### src/rtl/flash_cmd_pkg.sv
package flash_cmd_pkg;

    typedef enum logic [2:0] {
        MODE_ARRAY  = 3'd0,
        MODE_STATUS = 3'd1,
        MODE_PSETUP = 3'd2,
        MODE_ESETUP = 3'd3,
        MODE_BUSY   = 3'd4
    } mode_e;

    localparam logic [7:0] CMD_PROG_SETUP  = 8'h40;
    localparam logic [7:0] CMD_ERASE_SETUP = 8'h20;
    localparam logic [7:0] CMD_ERASE_GO    = 8'hD0;
    localparam logic [7:0] CMD_STATUS_RD   = 8'h70;
    localparam logic [7:0] CMD_STATUS_CLR  = 8'h50;
    localparam logic [7:0] CMD_ARRAY_RD    = 8'hFF;

    localparam logic [2:0] BLK_BOOT = 3'd0;

endpackage

### src/rtl/flash_blk_map.sv
module flash_blk_map #(
    parameter int ADDR_W   = 18,
    parameter bit BOOT_TOP = 1'b1
) (
    input  logic [ADDR_W-1:0] waddr,
    output logic [2:0]        blk
);
    logic [ADDR_W-1:0] norm;
    logic [2:0]        eighth;

    generate
        if (BOOT_TOP) begin : g_top
            assign norm = waddr;
        end else begin : g_bottom
            assign norm = ~waddr;
        end
    endgenerate

    assign eighth = norm[ADDR_W-3:ADDR_W-5];

    always_comb begin
        case (norm[ADDR_W-1:ADDR_W-2])
            2'b00:   blk = 3'd6;
            2'b01:   blk = 3'd5;
            2'b10:   blk = 3'd4;
            default: begin
                if (eighth < 3'd6)       blk = 3'd3;
                else if (eighth == 3'd6) blk = norm[ADDR_W-6] ? 3'd1 : 3'd2;
                else                     blk = 3'd0;
            end
        endcase
    end
endmodule

### src/rtl/flash_op_timer.sv
module flash_op_timer #(
    parameter int CW = 8
) (
    input  logic          clk,
    input  logic          rst_n,
    input  logic          load,
    input  logic [CW-1:0] load_val,
    output logic          zero
);
    logic [CW-1:0] cnt_d, cnt_q;

    always_comb begin
        cnt_d = cnt_q;
        if (load)             cnt_d = load_val;
        else if (cnt_q != '0) cnt_d = cnt_q - 1'b1;
    end

    always_ff @(posedge clk or negedge rst_n) begin
        if (!rst_n) cnt_q <= '0;
        else        cnt_q <= cnt_d;
    end

    assign zero = (cnt_q == '0);
endmodule

### src/rtl/flash_wake_gate.sv
module flash_wake_gate #(
    parameter int WAKE_CYC = 8,
    parameter int READ_CYC = 12
) (
    input  logic clk,
    input  logic rst_n,
    output logic wr_ok,
    output logic rd_ok
);
    localparam int WW = $clog2(READ_CYC + 1);
    localparam logic [WW-1:0] WAKE_V = WW'(WAKE_CYC);
    localparam logic [WW-1:0] READ_V = WW'(READ_CYC);

    logic [WW-1:0] cnt_d, cnt_q;

    always_comb begin
        cnt_d = cnt_q;
        if (cnt_q < READ_V) cnt_d = cnt_q + 1'b1;
    end

    always_ff @(posedge clk or negedge rst_n) begin
        if (!rst_n) cnt_q <= '0;
        else        cnt_q <= cnt_d;
    end

    assign wr_ok = (cnt_q >= WAKE_V);
    assign rd_ok = (cnt_q >= READ_V);
endmodule

### src/rtl/flash_cmd_ctrl.sv
module flash_cmd_ctrl
    import flash_cmd_pkg::*;
#(
    parameter int ADDR_W    = 18,
    parameter bit BOOT_TOP  = 1'b1,
    parameter int PROG_CYC  = 16,
    parameter int ERASE_CYC = 64,
    parameter int WAKE_CYC  = 8,
    parameter int READ_CYC  = 12
) (
    input  logic              clk,
    input  logic              rst_n,
    input  logic              boot_unlock,
    input  logic              byte_mode,
    input  logic [ADDR_W:0]   host_addr,
    input  logic [15:0]       host_wdata,
    input  logic              host_we,
    input  logic              host_rd,
    output logic [15:0]       host_rdata,
    output logic              arr_rd,
    output logic              arr_req,
    output logic              arr_erase,
    output logic [ADDR_W-1:0] arr_addr,
    output logic [2:0]        arr_blk,
    output logic [15:0]       arr_wdata,
    output logic [1:0]        arr_be,
    input  logic [15:0]       arr_rdata,
    input  logic              arr_ack,
    input  logic              arr_fail
);
    localparam int LONGEST = (ERASE_CYC > PROG_CYC) ? ERASE_CYC : PROG_CYC;
    localparam int TW      = $clog2(LONGEST + 1);
    localparam logic [TW-1:0] PROG_V  = TW'(PROG_CYC);
    localparam logic [TW-1:0] ERASE_V = TW'(ERASE_CYC);

    typedef struct packed {
        mode_e             mode;
        logic              is_erase;
        logic              req;
        logic              ack_seen;
        logic              fail;
        logic              e_erase;
        logic              e_prog;
        logic              e_lock;
        logic [ADDR_W-1:0] op_addr;
        logic [2:0]        op_blk;
        logic [15:0]       op_data;
        logic [1:0]        op_be;
        logic [15:0]       rdata;
    } state_t;

    state_t st_d, st_q;

    logic [ADDR_W-1:0] waddr;
    logic [2:0]        blk_now;
    logic              wr_ok, rd_ok, tmr_zero, start;
    logic              busy, wr_go, locked, fail_now;
    logic [7:0]        cmd, status;

    assign waddr = byte_mode ? host_addr[ADDR_W:1] : host_addr[ADDR_W-1:0];

    flash_blk_map #(.ADDR_W(ADDR_W), .BOOT_TOP(BOOT_TOP)) u_map (
        .waddr (waddr),
        .blk   (blk_now)
    );

    flash_wake_gate #(.WAKE_CYC(WAKE_CYC), .READ_CYC(READ_CYC)) u_wake (
        .clk   (clk),
        .rst_n (rst_n),
        .wr_ok (wr_ok),
        .rd_ok (rd_ok)
    );

    flash_op_timer #(.CW(TW)) u_tmr (
        .clk      (clk),
        .rst_n    (rst_n),
        .load     (start),
        .load_val (st_d.is_erase ? ERASE_V : PROG_V),
        .zero     (tmr_zero)
    );

    assign busy     = (st_q.mode == MODE_BUSY);
    assign wr_go    = host_we && wr_ok && !busy;
    assign cmd      = host_wdata[7:0];
    assign locked   = (blk_now == BLK_BOOT) && !boot_unlock;
    assign status   = {!busy, 1'b0, st_q.e_erase, st_q.e_prog, st_q.e_lock, 3'b000};
    assign fail_now = st_q.ack_seen ? st_q.fail : arr_fail;

    always_comb begin
        st_d  = st_q;
        start = 1'b0;
        if (busy) begin
            if (arr_ack) begin
                st_d.req      = 1'b0;
                st_d.ack_seen = 1'b1;
                st_d.fail     = arr_fail;
            end
            if ((st_q.ack_seen || arr_ack) && tmr_zero) begin
                st_d.mode = MODE_STATUS;
                if (st_q.is_erase) st_d.e_erase = st_q.e_erase | fail_now;
                else               st_d.e_prog  = st_q.e_prog  | fail_now;
            end
        end else if (wr_go) begin
            case (st_q.mode)
                MODE_PSETUP, MODE_ESETUP: begin
                    if (st_q.mode == MODE_ESETUP && cmd != CMD_ERASE_GO) begin
                        st_d.e_erase = 1'b1;
                        st_d.e_prog  = 1'b1;
                        st_d.mode    = MODE_ARRAY;
                    end else if (locked) begin
                        st_d.e_lock = 1'b1;
                        st_d.mode   = MODE_STATUS;
                    end else begin
                        start         = 1'b1;
                        st_d.mode     = MODE_BUSY;
                        st_d.is_erase = (st_q.mode == MODE_ESETUP);
                        st_d.req      = 1'b1;
                        st_d.ack_seen = 1'b0;
                        st_d.fail     = 1'b0;
                        st_d.op_addr  = waddr;
                        st_d.op_blk   = blk_now;
                        if (byte_mode) begin
                            st_d.op_data = {cmd, cmd};
                            st_d.op_be   = host_addr[0] ? 2'b10 : 2'b01;
                        end else begin
                            st_d.op_data = host_wdata;
                            st_d.op_be   = 2'b11;
                        end
                    end
                end
                default: begin
                    case (cmd)
                        CMD_PROG_SETUP:  st_d.mode = MODE_PSETUP;
                        CMD_ERASE_SETUP: st_d.mode = MODE_ESETUP;
                        CMD_STATUS_RD:   st_d.mode = MODE_STATUS;
                        CMD_ARRAY_RD:    st_d.mode = MODE_ARRAY;
                        CMD_STATUS_CLR: begin
                            st_d.e_erase = 1'b0;
                            st_d.e_prog  = 1'b0;
                            st_d.e_lock  = 1'b0;
                        end
                        default: ;
                    endcase
                end
            endcase
        end

        if (host_rd) begin
            if (!rd_ok)                        st_d.rdata = 16'h0000;
            else if (st_q.mode != MODE_ARRAY)  st_d.rdata = {8'h00, status};
            else if (byte_mode)                st_d.rdata = {8'h00, host_addr[0] ? arr_rdata[15:8] : arr_rdata[7:0]};
            else                               st_d.rdata = arr_rdata;
        end
    end

    always_ff @(posedge clk or negedge rst_n) begin
        if (!rst_n) begin
            st_q      <= '0;
            st_q.mode <= MODE_ARRAY;
        end else begin
            st_q <= st_d;
        end
    end

    assign host_rdata = st_q.rdata;
    assign arr_rd     = host_rd && rd_ok && (st_q.mode == MODE_ARRAY);
    assign arr_req    = st_q.req;
    assign arr_erase  = st_q.is_erase;
    assign arr_addr   = busy ? st_q.op_addr : waddr;
    assign arr_blk    = st_q.op_blk;
    assign arr_wdata  = st_q.op_data;
    assign arr_be     = st_q.op_be;
endmodule

### config.mk
export PLATFORM = sky130hd
export DESIGN_NAME = flash_cmd_ctrl
export DESIGN_NICKNAME = d
export VERILOG_FILES = /design/src/rtl/flash_cmd_pkg.sv /design/src/rtl/flash_blk_map.sv /design/src/rtl/flash_op_timer.sv /design/src/rtl/flash_wake_gate.sv /design/src/rtl/flash_cmd_ctrl.sv
export SDC_FILE = /design/constraint.sdc
export NUM_CORES = 1
export LEC_CHECK = 0
export BUFFER_PORTS_ARGS = -buffer_cell sky130_fd_sc_hd__buf_4
export CELL_PAD_IN_SITES_DETAIL_PLACEMENT = 1
export CELL_PAD_IN_SITES_GLOBAL_PLACEMENT = 2
export CORE_AREA = 3 3 109 138
export CTS_BUF_LIST = sky130_fd_sc_hd__clkbuf_8 sky130_fd_sc_hd__clkbuf_16
export DETAILED_ROUTE_END_ITERATION = 8
export DIE_AREA = 0 0 112 141
export PLACE_DENSITY_LB_ADDON = 0.1
export SLEW_MARGIN = 5
export SYNTH_ARGS = -nofsm -noshare
export SYNTH_HDL_FRONTEND = slang
export SYNTH_HIERARCHICAL = 1
export SYNTH_SLANG_ARGS = --single-unit
### constraint.sdc
create_clock -name clk -period 2.7 [get_ports clk]
set_input_delay 0 -clock clk [delete_from_list [all_inputs] [get_ports clk]]
set_output_delay 0 -clock clk [all_outputs]
set_load 0.02 [all_outputs]
==> flow_summary.json <==
{
  "status": "completed",
  "max-vdd-ir-drop_mv": 0.317,
  "drv_cap": 0,
  "grt_pass1_vias": 3986,
  "drt_wl_total_mm": 12.5,
  "startpoint_type": "register",
  "grt_max_degree": 77,
  "avgRoutedWirePerCell_um": 16.2,
  "r2r_slack_ns": 0.39,
  "p_leak_uw": 0.00276,
  "cts_root_buffer": "clkbuf_16",
  "die_h_um": 141,
  "period_minus_slack_ns": 2.31,
  "tightestPinTransition_ns": 1.02,
  "cp-end-kind": "register",
  "max_stage_delay_ns": 0.61,
  "synth_top_cell_by_area": "dfrtp_1",
  "slew_viol_final": 0,
  "synthTopCellsByArea": "dfrtp_1 43%, buf_4 6.3%, nand2_1 5.9%, mux2_2 5.6%, nor2_1 5.1%",
  "io_pins": 117,
  "gr-total-overflow": 0,
  "first_pass_iters": 4,
  "core_sq_mm": 0.0138,
  "avgSynthCellArea_sq_um": 9.28,
  "drive_gt1_frac": 0.316,
  "synth_edf_count": 0,
  "cts_inserted_buffers": 9,
  "rows": 48,
  "worstPathArrival_ns": 2.59,
  "synthCells": 475,
  "area.sequential_sq_mm": 0.00190,
  "dieArea_sq_mm": 0.0158,
  "cts_tree": "built",
  "drc_errors": 0,
  "hpwl_mm": 8.86,
  "syn_to_final_growth_pct": 31.2,
  "io_buffers": 116,
  "setup_viol": 0,
  "netlist_area_sq_mm": 0.00441,
  "multiInputGateArea_sq_mm": 0.00201,
  "ys_seq_elements": 76,
  "ys_seq_area_frac": 0.431,
  "hp-class": "input port to register",
  "grt_usage": 0.163,
  "ctsResizeCount": 0,
  "place.gp.congestion": 0.756,
  "antenna_found_initial": 0,
  "synth_top_area_share": 0.431,
  "maxSlewHeadroom": 0.322,
  "placed_area_sq_mm": 0.00517,
  "yosys.cell_count.top_type": "dfrtp_1",
  "path_clk_slew_ns": 0.06,
  "post_cts_buffers": 0,
  "nFillCells": 1593,
  "vias": 3622,
  "clk_latency_ns": 0.34,
  "cellPowerDensity_mw_per_mm2": 991,
  "skew_ns": 0.00765,
  "async_reset_ff_frac": 1.00,
  "yosys-top-cells-count": "76 x dfrtp_1, 69 x nand2_1, 60 x nor2_1",
  "h-tree-depth": 3,
  "ys.flop_type": "dfrtp_1",
  "crit_path_cell_trace": "or4_4 -> nor2_4 -> o21ai_0 -> mux2_2 -> a221oi_1 -> nor2b_1 -> o22a_1",
  "final_nets": 650,
  "required_ns": 2.98,
  "fin_area_sq_mm": 0.00578,
  "detail_route.iter0.violations": 93,
  "cpMaxStageDelayCell": "or4_4",
  "drtAntennaViolNets": 0,
  "die_w_um": 112,
  "grt_pass1_wl_mm": 20.6,
  "postCtsHoldBufs": 31,
  "initial_core_util": 0.321,
  "numClockSinks": 76,
  "yosysWarnings": 6,
  "yosysUniqueCellTypes": 59,
  "path_max_fanout": 5,
  "clk_path_buf_depth": 2,
  "rsz0062_at_grt": "no",
  "finalSetupTns_ns": 0,
  "hold_viol": 0,
  "max_freq_ghz": 0.432,
  "worstSetupPathType": "register to register",
  "diodes": 0,
  "viasPerCell": 4.72,
  "post-route-period-util": 0.857
}
[power breakdown]
group / switching [uW] / leakage, uW / internal, uW / total (uW)
sequential: 346 / 0.000942 / 1610 / 1950
clock: 478 / 0.000153 / 760 / 1240
combinational: 1380 / 0.00167 / 1160 / 2540
[critical path, delay by kind of cell, from the launching register on]
family	cells	cell delay, ns
multiplexers	1	0.31
flip-flops	1	0.44
AO/OA/AOI/OAI	3	0.56
AND/OR/NAND/NOR	3	0.95
[area by class of cell]
type,instances,share of cell area
multi-input cells,318,0.348
flip-flops and latches,76,0.329
repair buffers,154,0.213
clock buffers,11,0.0437
well taps,175,0.0379
inverters,28,0.0190
clock inverters,5,0.00887
[metrics by stage]
stage	hold WS [ns]	utilization	power (uW)	instances	worst slack, ns
after floorplan	-0.296	-	3810	479	0.0302
after global placement	0.215	0.376	4480	720	0.325
after detailed placement	0.229	0.376	4540	720	0.273
after CTS	0.0140	0.420	5840	767	0.364
after global routing	0.0366	0.420	6180	767	0.296
final	0.0172	0.420	5730	767	0.385
[metal layers]
metal	up-vias	GRT usage	part of all wire
met5	-	0	0
met4	0	0.0601	0.013
met3	12	0.0240	0.036
met2	64	0.301	0.53
met1	1769	0.189	0.42
li1	1777	-	-
[cells in the final DEF (no fill, tap or decap), types with 2 or more instances in the layout]
cell type | synthesis | routed
o31ai_1 | 4 | 4
clkbuf_16 | 0 | 9
nand2_1 | 69 | 69
o22a_1 | 2 | 2
inv_1 | 27 | 28
mux2_1 | 6 | 6
o211a_1 | 2 | 2
o21ai_0 | 27 | 27
nor3_1 | 4 | 4
o21ai_2 | 2 | 2
or4_4 | 3 | 3
a31oi_1 | 3 | 3
xnor2_1 | 3 | 3
a21oi_1 | 12 | 12
o21ai_1 | 2 | 2
mux2_4 | 11 | 11
o22ai_1 | 10 | 10
clkbuf_8 | 0 | 2
dlygate4sd3_1 | 0 | 31
ha_1 | 4 | 4
nand3b_1 | 2 | 2
nand3_1 | 14 | 14
conb_1 | 1 | 5
dfrtp_1 | 76 | 76
nor2_1 | 60 | 60
mux2i_1 | 13 | 13
clkinv_2 | 0 | 2
nand2b_1 | 5 | 5
mux2_2 | 22 | 22
nor2b_1 | 7 | 7
buf_4 | 37 | 123
[sequential cells by signal (all words and copies together), names as in the netlist]
register / count
arr_be: 2
arr_wdata: 16
u_tmr/cnt_q: 7
arr_erase: 1
host_rdata: 16
arr_blk: 3
u_wake/cnt_q: 4
st_q: 26
arr_req: 1
[path summary, 6_finish.rpt]
kind	from	to	cells past startpoint
worst min register to register	arr_wdata[10]$_DFFE_PN0P_	arr_wdata[10]$_DFFE_PN0P_	2
worst max register to register	u_tmr/cnt_q[3]$_DFFE_PN0P_	st_q[56]$_DFFE_PN0P_	7
worst max-delay path	u_tmr/cnt_q[3]$_DFFE_PN0P_	st_q[56]$_DFFE_PN0P_	7
worst min-delay path	host_rd	host_rdata[13]$_DFFE_PN0P_	2
min in group asynchronous	rst_n	host_rdata[10]$_DFFE_PN0P_	2
max in group asynchronous	rst_n	arr_req$_DFFE_PN0P_	2
[cells by family (layout without fill, tap and decap cells)]
family	after synthesis	count (layout)	share of synthesized area
simple gates	179	179	0.186
buf+inv	85	198	0.116
flops	76	76	0.431
compound gates	74	74	0.108
mux	52	52	0.138
fa+ha+maj	4	4	0.0114
xor+xnor	4	4	0.00795
other cells	1	5	0.000850
Note: power is estimated with default switching activity, not from simulation.
